File: config.mk
export PLATFORM = sky130hd
export DESIGN_NAME = edo_ctrl
export DESIGN_NICKNAME = d
export VERILOG_FILES = /design/src/rtl/edo_pkg.sv /design/src/rtl/edo_cyc_timer.sv /design/src/rtl/edo_page_trk.sv /design/src/rtl/edo_ctrl.sv
export SDC_FILE = /design/constraint.sdc
export NUM_CORES = 1
export LEC_CHECK = 0
export BUFFER_PORTS_ARGS = -buffer_cell sky130_fd_sc_hd__buf_4
export CAP_MARGIN = 20
export CORE_MARGIN = 1
export CORE_UTILIZATION = 30
export DETAILED_ROUTE_END_ITERATION = 8
export PLACE_DENSITY = 0.55
export REMOVE_ABC_BUFFERS = 1
export SETUP_SLACK_MARGIN = 0.5
export SLEW_MARGIN = 0
export SYNTH_ARGS = -nofsm -noshare
export SYNTH_HDL_FRONTEND = slang
export SYNTH_SLANG_ARGS = --single-unit
File: constraint.sdc
create_clock -name clk -period 2.3 [get_ports clk]
set_input_delay 0.23 -clock clk [delete_from_list [all_inputs] [get_ports clk]]
set_output_delay 0.23 -clock clk [all_outputs]
set_load 0.05 [all_outputs]
File: src/rtl/edo_pkg.sv
package edo_pkg;

    typedef enum logic [2:0] {
        ST_IDLE,
        ST_ACTV,
        ST_CSET,
        ST_CACC,
        ST_CPRE,
        ST_OPEN,
        ST_PRECH
    } edo_state_t;

    // Round a nanosecond minimum up to whole clock cycles, never below one.
    function automatic int ns_to_cyc(input int ns, input int clk_ns);
        int c;
        c = (ns + clk_ns - 1) / clk_ns;
        return (c < 1) ? 1 : c;
    endfunction

    function automatic int imax(input int a, input int b);
        return (a > b) ? a : b;
    endfunction

endpackage

File: src/rtl/edo_cyc_timer.sv
module edo_cyc_timer #(
    parameter int W = 4
) (
    input  logic         clk,
    input  logic         rst_n,
    input  logic         load,
    input  logic [W-1:0] load_val,
    output logic         done
);
    logic [W-1:0] cnt_q;

    always_ff @(posedge clk or negedge rst_n) begin
        if (!rst_n) begin
            cnt_q <= '0;
        end else if (load) begin
            cnt_q <= load_val;
        end else if (cnt_q != '0) begin
            cnt_q <= cnt_q - 1'b1;
        end
    end

    assign done = (cnt_q == '0);
endmodule

File: src/rtl/edo_page_trk.sv
module edo_page_trk #(
    parameter int ROW_W       = 12,
    parameter int CNT_W       = 13,
    parameter int RAS_MIN_CYC = 3,
    parameter int HOLD_LIMIT  = 4000
) (
    input  logic             clk,
    input  logic             rst_n,
    input  logic             row_ld,
    input  logic [ROW_W-1:0] row_in,
    input  logic             ras_active,
    input  logic [ROW_W-1:0] req_row,
    output logic             page_hit,
    output logic             ras_min_ok,
    output logic             page_expired
);
    localparam logic [CNT_W-1:0] MIN_M1 = CNT_W'(RAS_MIN_CYC - 1);
    localparam logic [CNT_W-1:0] LIM    = CNT_W'(HOLD_LIMIT);
    localparam logic [CNT_W-1:0] LIM_M1 = CNT_W'(HOLD_LIMIT - 1);

    logic [ROW_W-1:0] open_row_q;
    logic [CNT_W-1:0] low_cnt_q;

    always_ff @(posedge clk or negedge rst_n) begin
        if (!rst_n) begin
            open_row_q <= '0;
        end else if (row_ld) begin
            open_row_q <= row_in;
        end
    end

    // Cycles the row strobe has been low, saturating at the hold limit.
    always_ff @(posedge clk or negedge rst_n) begin
        if (!rst_n) begin
            low_cnt_q <= '0;
        end else if (!ras_active) begin
            low_cnt_q <= '0;
        end else if (low_cnt_q < LIM) begin
            low_cnt_q <= low_cnt_q + 1'b1;
        end
    end

    assign page_hit     = ras_active && (req_row == open_row_q);
    assign ras_min_ok   = (low_cnt_q >= MIN_M1);
    assign page_expired = (low_cnt_q >= LIM_M1);
endmodule

File: src/rtl/edo_ctrl.sv
module edo_ctrl
    import edo_pkg::*;
#(
    parameter int ROW_W     = 12,
    parameter int COL_W     = 8,
    parameter int DQ_W      = 16,
    parameter int CLK_NS    = 20,
    parameter int T_RAH_NS  = 10,
    parameter int T_CAS_NS  = 10,
    parameter int T_CAC_NS  = 15,
    parameter int T_CP_NS   = 10,
    parameter int T_RP_NS   = 30,
    parameter int T_RAS_NS  = 50,
    parameter int T_RASP_NS = 100000
) (
    input  logic                   clk,
    input  logic                   rst_n,
    input  logic                   req_valid,
    output logic                   req_ready,
    input  logic [ROW_W+COL_W-1:0] req_addr,
    input  logic                   req_we,
    input  logic [1:0]             req_be,
    input  logic [DQ_W-1:0]        req_wdata,
    output logic                   rsp_valid,
    output logic [DQ_W-1:0]        rsp_data,
    output logic [ROW_W-1:0]       dram_addr,
    output logic                   dram_ras_n,
    output logic                   dram_ucas_n,
    output logic                   dram_lcas_n,
    output logic                   dram_we_n,
    output logic                   dram_oe_n,
    output logic [DQ_W-1:0]        dram_dq_out,
    output logic                   dram_dq_oe,
    input  logic [DQ_W-1:0]        dram_dq_in
);
    localparam int ADDR_W     = ROW_W + COL_W;
    localparam int LANE_W     = DQ_W / 2;
    localparam int RCD_CYC    = ns_to_cyc(T_RAH_NS, CLK_NS);
    localparam int CAS_CYC    = imax(ns_to_cyc(T_CAS_NS, CLK_NS), ns_to_cyc(T_CAC_NS, CLK_NS));
    localparam int CP_CYC     = ns_to_cyc(T_CP_NS, CLK_NS);
    localparam int RP_CYC     = ns_to_cyc(T_RP_NS, CLK_NS);
    localparam int RAS_CYC    = ns_to_cyc(T_RAS_NS, CLK_NS);
    localparam int RASP_CYC   = T_RASP_NS / CLK_NS;
    localparam int HOLD_LIMIT = RASP_CYC - (CAS_CYC + CP_CYC + 2);
    localparam int CNT_W      = $clog2(RASP_CYC + 1);
    localparam int TMR_W      = $clog2(RCD_CYC + CAS_CYC + CP_CYC + RP_CYC + 1);

    edo_state_t st_q, st_d;

    logic [ROW_W-1:0] lat_row_q;
    logic [COL_W-1:0] lat_col_q;
    logic             lat_we_q;
    logic [1:0]       lat_be_q;
    logic [DQ_W-1:0]  lat_wdata_q;

    logic             accept, capture, tmr_load, tmr_done;
    logic [TMR_W-1:0] tmr_val;
    logic             page_hit, ras_min_ok, page_expired, ras_active;

    edo_cyc_timer #(.W(TMR_W)) u_tmr (
        .clk      (clk),
        .rst_n    (rst_n),
        .load     (tmr_load),
        .load_val (tmr_val),
        .done     (tmr_done)
    );

    edo_page_trk #(
        .ROW_W       (ROW_W),
        .CNT_W       (CNT_W),
        .RAS_MIN_CYC (RAS_CYC),
        .HOLD_LIMIT  (HOLD_LIMIT)
    ) u_trk (
        .clk          (clk),
        .rst_n        (rst_n),
        .row_ld       (accept && (st_q == ST_IDLE)),
        .row_in       (req_addr[ADDR_W-1:COL_W]),
        .ras_active   (ras_active),
        .req_row      (req_addr[ADDR_W-1:COL_W]),
        .page_hit     (page_hit),
        .ras_min_ok   (ras_min_ok),
        .page_expired (page_expired)
    );

    // State register
    always_ff @(posedge clk or negedge rst_n) begin
        if (!rst_n) st_q <= ST_IDLE;
        else        st_q <= st_d;
    end

    // Next state, timer loads and handshake
    always_comb begin
        st_d      = st_q;
        tmr_load  = 1'b0;
        tmr_val   = '0;
        accept    = 1'b0;
        capture   = 1'b0;
        req_ready = 1'b0;
        unique case (st_q)
            ST_IDLE: begin
                req_ready = 1'b1;
                if (req_valid) begin
                    accept   = 1'b1;
                    st_d     = ST_ACTV;
                    tmr_load = 1'b1;
                    tmr_val  = TMR_W'(RCD_CYC - 1);
                end
            end
            ST_ACTV: if (tmr_done) st_d = ST_CSET;
            ST_CSET: begin
                st_d     = ST_CACC;
                tmr_load = 1'b1;
                tmr_val  = TMR_W'(CAS_CYC - 1);
            end
            ST_CACC: if (tmr_done) begin
                capture  = 1'b1;
                st_d     = ST_CPRE;
                tmr_load = 1'b1;
                tmr_val  = TMR_W'(CP_CYC - 1);
            end
            ST_CPRE: if (tmr_done) st_d = ST_OPEN;
            ST_OPEN: begin
                req_ready = page_hit && !page_expired;
                if (page_expired || (req_valid && !page_hit)) begin
                    if (ras_min_ok) begin
                        st_d     = ST_PRECH;
                        tmr_load = 1'b1;
                        tmr_val  = TMR_W'(RP_CYC - 1);
                    end
                end else if (req_valid) begin
                    accept = 1'b1;
                    st_d   = ST_CSET;
                end
            end
            ST_PRECH: if (tmr_done) st_d = ST_IDLE;
            default:  st_d = ST_IDLE;
        endcase
    end

    // Request latch and read capture
    always_ff @(posedge clk or negedge rst_n) begin
        if (!rst_n) begin
            lat_row_q   <= '0;
            lat_col_q   <= '0;
            lat_we_q    <= 1'b0;
            lat_be_q    <= 2'b11;
            lat_wdata_q <= '0;
            rsp_valid   <= 1'b0;
            rsp_data    <= '0;
        end else begin
            if (accept) begin
                lat_row_q   <= req_addr[ADDR_W-1:COL_W];
                lat_col_q   <= req_addr[COL_W-1:0];
                lat_we_q    <= req_we;
                lat_be_q    <= (req_be == 2'b00) ? 2'b11 : req_be;
                lat_wdata_q <= req_wdata;
            end
            rsp_valid <= capture && !lat_we_q;
            if (capture && !lat_we_q) begin
                rsp_data <= dram_dq_in & {{LANE_W{lat_be_q[1]}}, {LANE_W{lat_be_q[0]}}};
            end
        end
    end

    // Strobe and bus outputs decoded from state
    always_comb begin
        ras_active  = (st_q inside {ST_ACTV, ST_CSET, ST_CACC, ST_CPRE, ST_OPEN});
        dram_ras_n  = !ras_active;
        dram_addr   = (st_q inside {ST_CSET, ST_CACC})
                      ? {{(ROW_W-COL_W){1'b0}}, lat_col_q} : lat_row_q;
        dram_lcas_n = !((st_q == ST_CACC) && lat_be_q[0]);
        dram_ucas_n = !((st_q == ST_CACC) && lat_be_q[1]);
        dram_we_n   = !((st_q inside {ST_CSET, ST_CACC}) && lat_we_q);
        dram_dq_oe  = (st_q inside {ST_CSET, ST_CACC}) && lat_we_q;
        dram_oe_n   = !((st_q == ST_CACC) && !lat_we_q);
        dram_dq_out = lat_wdata_q;
    end
endmodule

* Word-level counts from Yosys, hierarchy flattened
Index checks and enable logic that the tools add are counted.
Word-level totals: bits of input ports 58, output and inout port bits 52, word-level logic and storage cells 85, bits in registers 87
Operators by class: reductions and logical operators 26, order comparisons 3, muxes and demuxes 27, $add $sub $neg 2, bitwise operators 1, equal/unequal tests 15
Operators with widths (count):
- two-way mux 3 bit | 10
- two-way mux 13 bit | 2
- case mux 3 bit (7 select lines) | 1
- AND 16 bit | 1
- adder 13 x 1 -> 13 bit (second input constant) | 1
- greater-or-equal comparator 13 bit (second input constant) | 1
- greater-or-equal comparator 13 x 2 -> 1 bit (second input constant) | 1
- < comparator 13 bit (second input constant) | 1
- == test 12 bit | 1
- two-way mux 12 bit | 1
- inequality test 2 bit (second input constant) | 6
- == test 3 bit (second input constant) | 3
- logical AND 1 bit | 9
- two-way mux 1 bit | 9
- logical NOT 1 bit | 8
- AND reduction 7 bit | 1
- == test 3 x 2 -> 1 bit (second input constant) | 2
- logical NOT 3 bit | 2
- inequality test 3 bit (second input constant) | 2
- nonzero test 5 bit | 1
- case mux 1 bit (2 select lines) | 2
- case mux 1 bit (4 select lines) | 1
- nonzero test 2 bit | 2
- == test 3 x 1 -> 1 bit (second input constant) | 1
- other kinds (5) | 5

* Longest topological paths before layout
depth after elaboration 9, mapped depth 8, mapped depth without buffers 7

* Cells and area by module
From an unflattened synthesis, not the netlist that was laid out.
Second synthesis, totals: cells, all modules 368, area total of the unflattened synthesis 4124.0 um^2
Modules (own cells, without submodules):
- edo_ctrl | seq. area each 1478.9 um^2, instances 1, area each 2600.0 um^2, cells an instance 223
- edo_page_trk | seq. area each 625.6 um^2, instances 1, area each 1323.8 um^2, cells an instance 124
- edo_cyc_timer | seq. area each 75.1 um^2, instances 1, area each 200.2 um^2, cells an instance 21

* Least setup slack after synthesis
Ideal clock, no wire load.
path kind reg-to-output, from register u_trk.low_cnt_q[4], to output port req_ready, data arrival time 2338 ps, path buffers 0, required time 2070 ps, slack -268 ps, cell stages (with the launch flop) 6, path through dfrtp_1 -> or4_4 -> o31a_1 -> o21ai_4 -> nand4_1 -> a21oi_1
Between the ends: word-level cells in the longest chain between the ends 4
RTL lines:
- from (decl) | RTL line edo_page_trk.sv:22 | logic [CNT_W-1:0] low_cnt_q;
- from (signal assigned) | RTL line edo_page_trk.sv:39 | low_cnt_q <= low_cnt_q + 1'b1;
- greater-or-equal comparator 13 bit | RTL line edo_page_trk.sv:45 | assign page_expired = (low_cnt_q >= LIM_M1);
- logical NOT 1 bit | RTL line edo_ctrl.sv:123 | req_ready = page_hit && !page_expired;
- logical AND 1 bit | RTL line edo_ctrl.sv:123
- case mux 1 bit (2 select lines) | RTL line edo_ctrl.sv:99 | unique case (st_q)
- to (decl) | RTL line edo_ctrl.sv:19 | output logic req_ready,
Every way passes these cells.

* Worst setup path in the final report
from register u_trk.low_cnt_q[3], to output port req_ready
The elaborated chain is that of the path after synthesis.

==> run summary <==
The run finished, with violations left. The checks that failed: negative setup slack. The post-synthesis cell count is about 380. The buffer and inverter count on the worst path is 1. The required arrival time at the worst endpoint is about 2.1 ns. The share of the core filled with cells in the final layout came out at a little under half. The register area share after synthesis came out at between 50% and 60%. The count of final hold-check violations is 0. The number of diodes is 0. The global route total overflow came out at 0.

After detailed routing, the number of remaining DRC violations is 0. The via count of the first global-routing pass was 3271. The post-synthesis register bit count came out at just under 90. The critical-path cell with the highest stage delay is or4_4. The number of antenna violations at the first check in global routing came out at 0. The analysis attributes to cell leakage a power of between 2 and 3 nW. The final HPWL from detailed placement is 6.842 mm.

The worst-case headroom to the max-slew limit came out at around two thirds. The number of max-slew violations in the final report was 0. The TritonCTS clock tree is built.

In this design, the largest share of critical-path delay is due to simple AND/OR/NAND/NOR gates. The wire length reported by the detailed router came out at between 10 and 15 mm. between 100 and 150 I/O pins were placed. The slew at the pin closest to its max-slew limit is between 0.5 and 0.6 ns. In this run the standard cell core region covers 13350 µm². The met1 demand-to-capacity share in global routing came out at between 10% and 20%. The synthesized area is a little over 4000 µm². The final cycle utilization of the critical path came out at 105.2%. The most common cell in the netlist is dfrtp_1. The number of nets with antenna violations after routing came out at 0. The number of I/O port buffers came out at roughly 110. The placed cell area came out at 5270 µm². The biggest area contributor in the post-synthesis netlist is dfrtp_1. Entering global routing, the biggest net connects 53 pins.

The number of maximum-capacitance constraint violations came out at 0. The class of the worst hold path is in2reg. For this design the ratio of total power to cell area is about 1600 nW/µm². STA classifies the critical path endpoint as an output port. STA classifies the critical path startpoint as a flip-flop. The final layout contains around 580 nets. The final setup violation count is 35. The aggregate negative setup slack is -1.368 ns. Measured along the y axis, the die boundary spans around 120 µm. The total of warnings raised by yosys is 0. The fraction of synthesis flops using an asynchronous set or reset pin is between 90% and 100%. The all-layer global routing usage came out at between 10% and 20%. The post-route netlist has approximately half of its cells at a drive strength greater than 1. The number of buffers on the longest clock path is 2. Sorting the synthesized cells by area gives the leading types as dfrtp_1 (51%), mux2_2 (11%), mux2_4 (3.6%).

The number of sinks driven by the clock tree came out at a little under 90. The initial utilization of the core area, before any placement, comes to 31.01%. The largest fanout on the critical path is 2.

The post-synthesis cell type count is 43. The area of the die is 14270 µm². Traced cell by cell, the critical path runs through or4_4 -> o31a_1 -> o21ai_4 -> nand4_1 -> a21oi_2 -> buf_6. Among all flip-flop cells after synthesis, the most frequent one is dfrtp_1. The final weighted congestion in routability-driven placement is around 0.8.

For the worst flop-to-flop path, the logic depth is 8. The number of levels in the clock H-tree is 3. met2 is the most crowded layer.

The timing-limited maximum frequency came out at 413.4 MHz. The number of DRC markers after the initial detailed-route iteration came out at 98. The setup path with the least slack is of type reg2out. The synthesis-to-layout area growth is 47.22%. The length of the first detailed-routing pass in iterations came out at 4. The count of standard-cell rows came out at 42. The clock-pin transition on the worst setup and hold timing paths came out at 0.06 ns.

After synthesis, the mean cell area works out to approximately 11 µm². The area fraction of the dominant cell type after synthesis is 51.39%. The cell sitting at the root of the clock tree is a clkbuf_16. Global routing consumed, on the met2 layer, a little under a quarter of the routing resources. In this design, the stage delay of the slowest critical-path cell is between 0.5 and 0.6 ns. The latest clock arrival within the worst-skew pair came out at between 0.3 and 0.4 ns. Counting instances in the post-synthesis netlist gives the leading cell types as dfrtp_1 (85), mux2_2 (42), nand2_1 (37), o21ai_0 (27), inv_1 (24).

Excluding fillers, the count of instances in the completed layout stands at a little under 700. The average wire length per cell after detail routing came out at about 14 µm. The cell total after placement is between 600 and 700. The maximum ir drop on the vdd rail is around 0.00083 V. In this run the number of cells on the critical path is 6. The clock skew after layout came out at ~0.0064 ns. The final critical path time including I/O delays and setup is 2.419 ns. The worst hold path cell count is 2.

The number of synthesized flops with an enable pin came out at 0. In this run, CTS created clock tree buffers numbering 9. The arrival time reported for the critical path endpoint came out at around 2.2 ns. The least setup slack across all paths after layout came out at -0.1189 ns. At the placement stage, the worst setup path has a slack of about 0.074 ns. The first-pass GRT wire length is ~16 mm.

The die is about 120 µm wide. Setup repair after global routing could not meet its margin everywhere. The met3 demand-to-capacity share in global routing is between 4 and 5%. Using the TritonRoute via totals, the vias-per-cell ratio works out to about 4.7. Summing all non-filler instances in the final layout gives an area of about 6000 µm². The via count is around 3300.
-- cell type report --
| cell class | count | area, µm² |
|---|---|---|
| Tap cell | 176 | 220.2 |
| Timing Repair Buffer | 141 | 1265 |
| Inverter | 24 | 90.09 |
| Clock inverter | 3 | 40.04 |
| Multi-Input combinational cell | 252 | 2027 |
| Sequential cell | 87 | 2181 |
| Fill cell | 1301 | 7254 |
| Clock buffer | 13 | 270.3 |
-- cell usage in the layout, fill, tap and decap left out, types with 3 or more instances in the layout --
cell / count
buf_4: 106
dfrtp_1: 84
mux2_2: 42
inv_1: 23
nand3_1: 22
o21ai_0: 20
nand2_1: 19
buf_6: 19
nor2_1: 15
xnor2_1: 14
nand2_2: 13
buf_8: 11
mux2_4: 10
nand4_1: 9
clkbuf_16: 9
a21oi_1: 6
a21oi_2: 5
nand2_4: 5
o21ai_1: 5
or3_1: 5
and2_4: 4
ha_1: 4
buf_12: 4
a21o_1: 3
or3_4: 3
nand2b_1: 3
clkbuf_8: 3
-- metal layers --
metal | part of all wire (%) | vias up
met5 | 0 | -
met4 | 1.2 | 0
met3 | 5.5 | 12
met2 | 47 | 79
met1 | 46 | 1583
li1 | - | 1594
-- registers in the layout (all words and copies together) (netlist names), 2 cells and up --
name              count
st_q                  3
dram_dq_out          16
u_tmr.cnt_q           3
rsp_data             16
u_trk.low_cnt_q      13
lat_be_q              2
lat_col_q             8
u_trk.open_row_q     12
lat_row_q            12
-- per-stage QoR --
stage	total power, mW	hold slack, ns
3_3_place_gp	7.068	0.2296
5_1_grt	9.980	0.09927
3_5_place_dp	7.129	0.2380
2_1_floorplan	5.678	-0.06559
4_1_cts	9.039	0.09643
6_report	9.462	0.1138
-- what timing repair did --
action,4_1_cts,5_1_grt
gates cloned,0,1
setup endpoints to repair,81,78
pin swaps,10,14
setup buffers,7,6
hold buffers,1,0
gates resized for setup,38,74
hold endpoints to repair,35,0
-- worst register-to-register path, stage by stage, from the launching register on --
cell,delay (ns)
dfrtp_1,0.38
or4_4,0.53
buf_4,0.15
buf_6,0.10
buf_6,0.10
o21a_4,0.20
o21a_4,0.24
or4_1,0.46
a21oi_1,0.14
-- power by group --
part / switching [mW] / leakage [nW] / internal [mW]
logic: 3.02 / 1.56 / 2.29
registers: 0.444 / 1.08 / 2.19
clock network: 0.588 / 0.156 / 0.927
total: 4.05 / 2.80 / 5.41
-- final timing paths --
kind,start,end,slack [ns]
max,u_trk.low_cnt_q[3],req_ready,-0.12
min,req_wdata[0],dram_dq_out[0],0.11
max reg2reg,u_trk.low_cnt_q[3],u_trk.low_cnt_q[8],-0.07
min reg2reg,lat_col_q[1],lat_col_q[1],0.51
max in group asynchronous,rst_n,lat_be_q[1],1.22
min in group asynchronous,rst_n,rsp_data[6],0.39
-- cells by family after synthesis --
family	count (synthesis)	synth area share (%)
fa+ha+maj	4	1.209
xor+xnor	16	3.386
simple gates	120	14.54
buf+inv	41	4.142
mux	52	15.05
compound gates	59	9.009
flops	87	52.66
(Power assumes the default switching activity.)
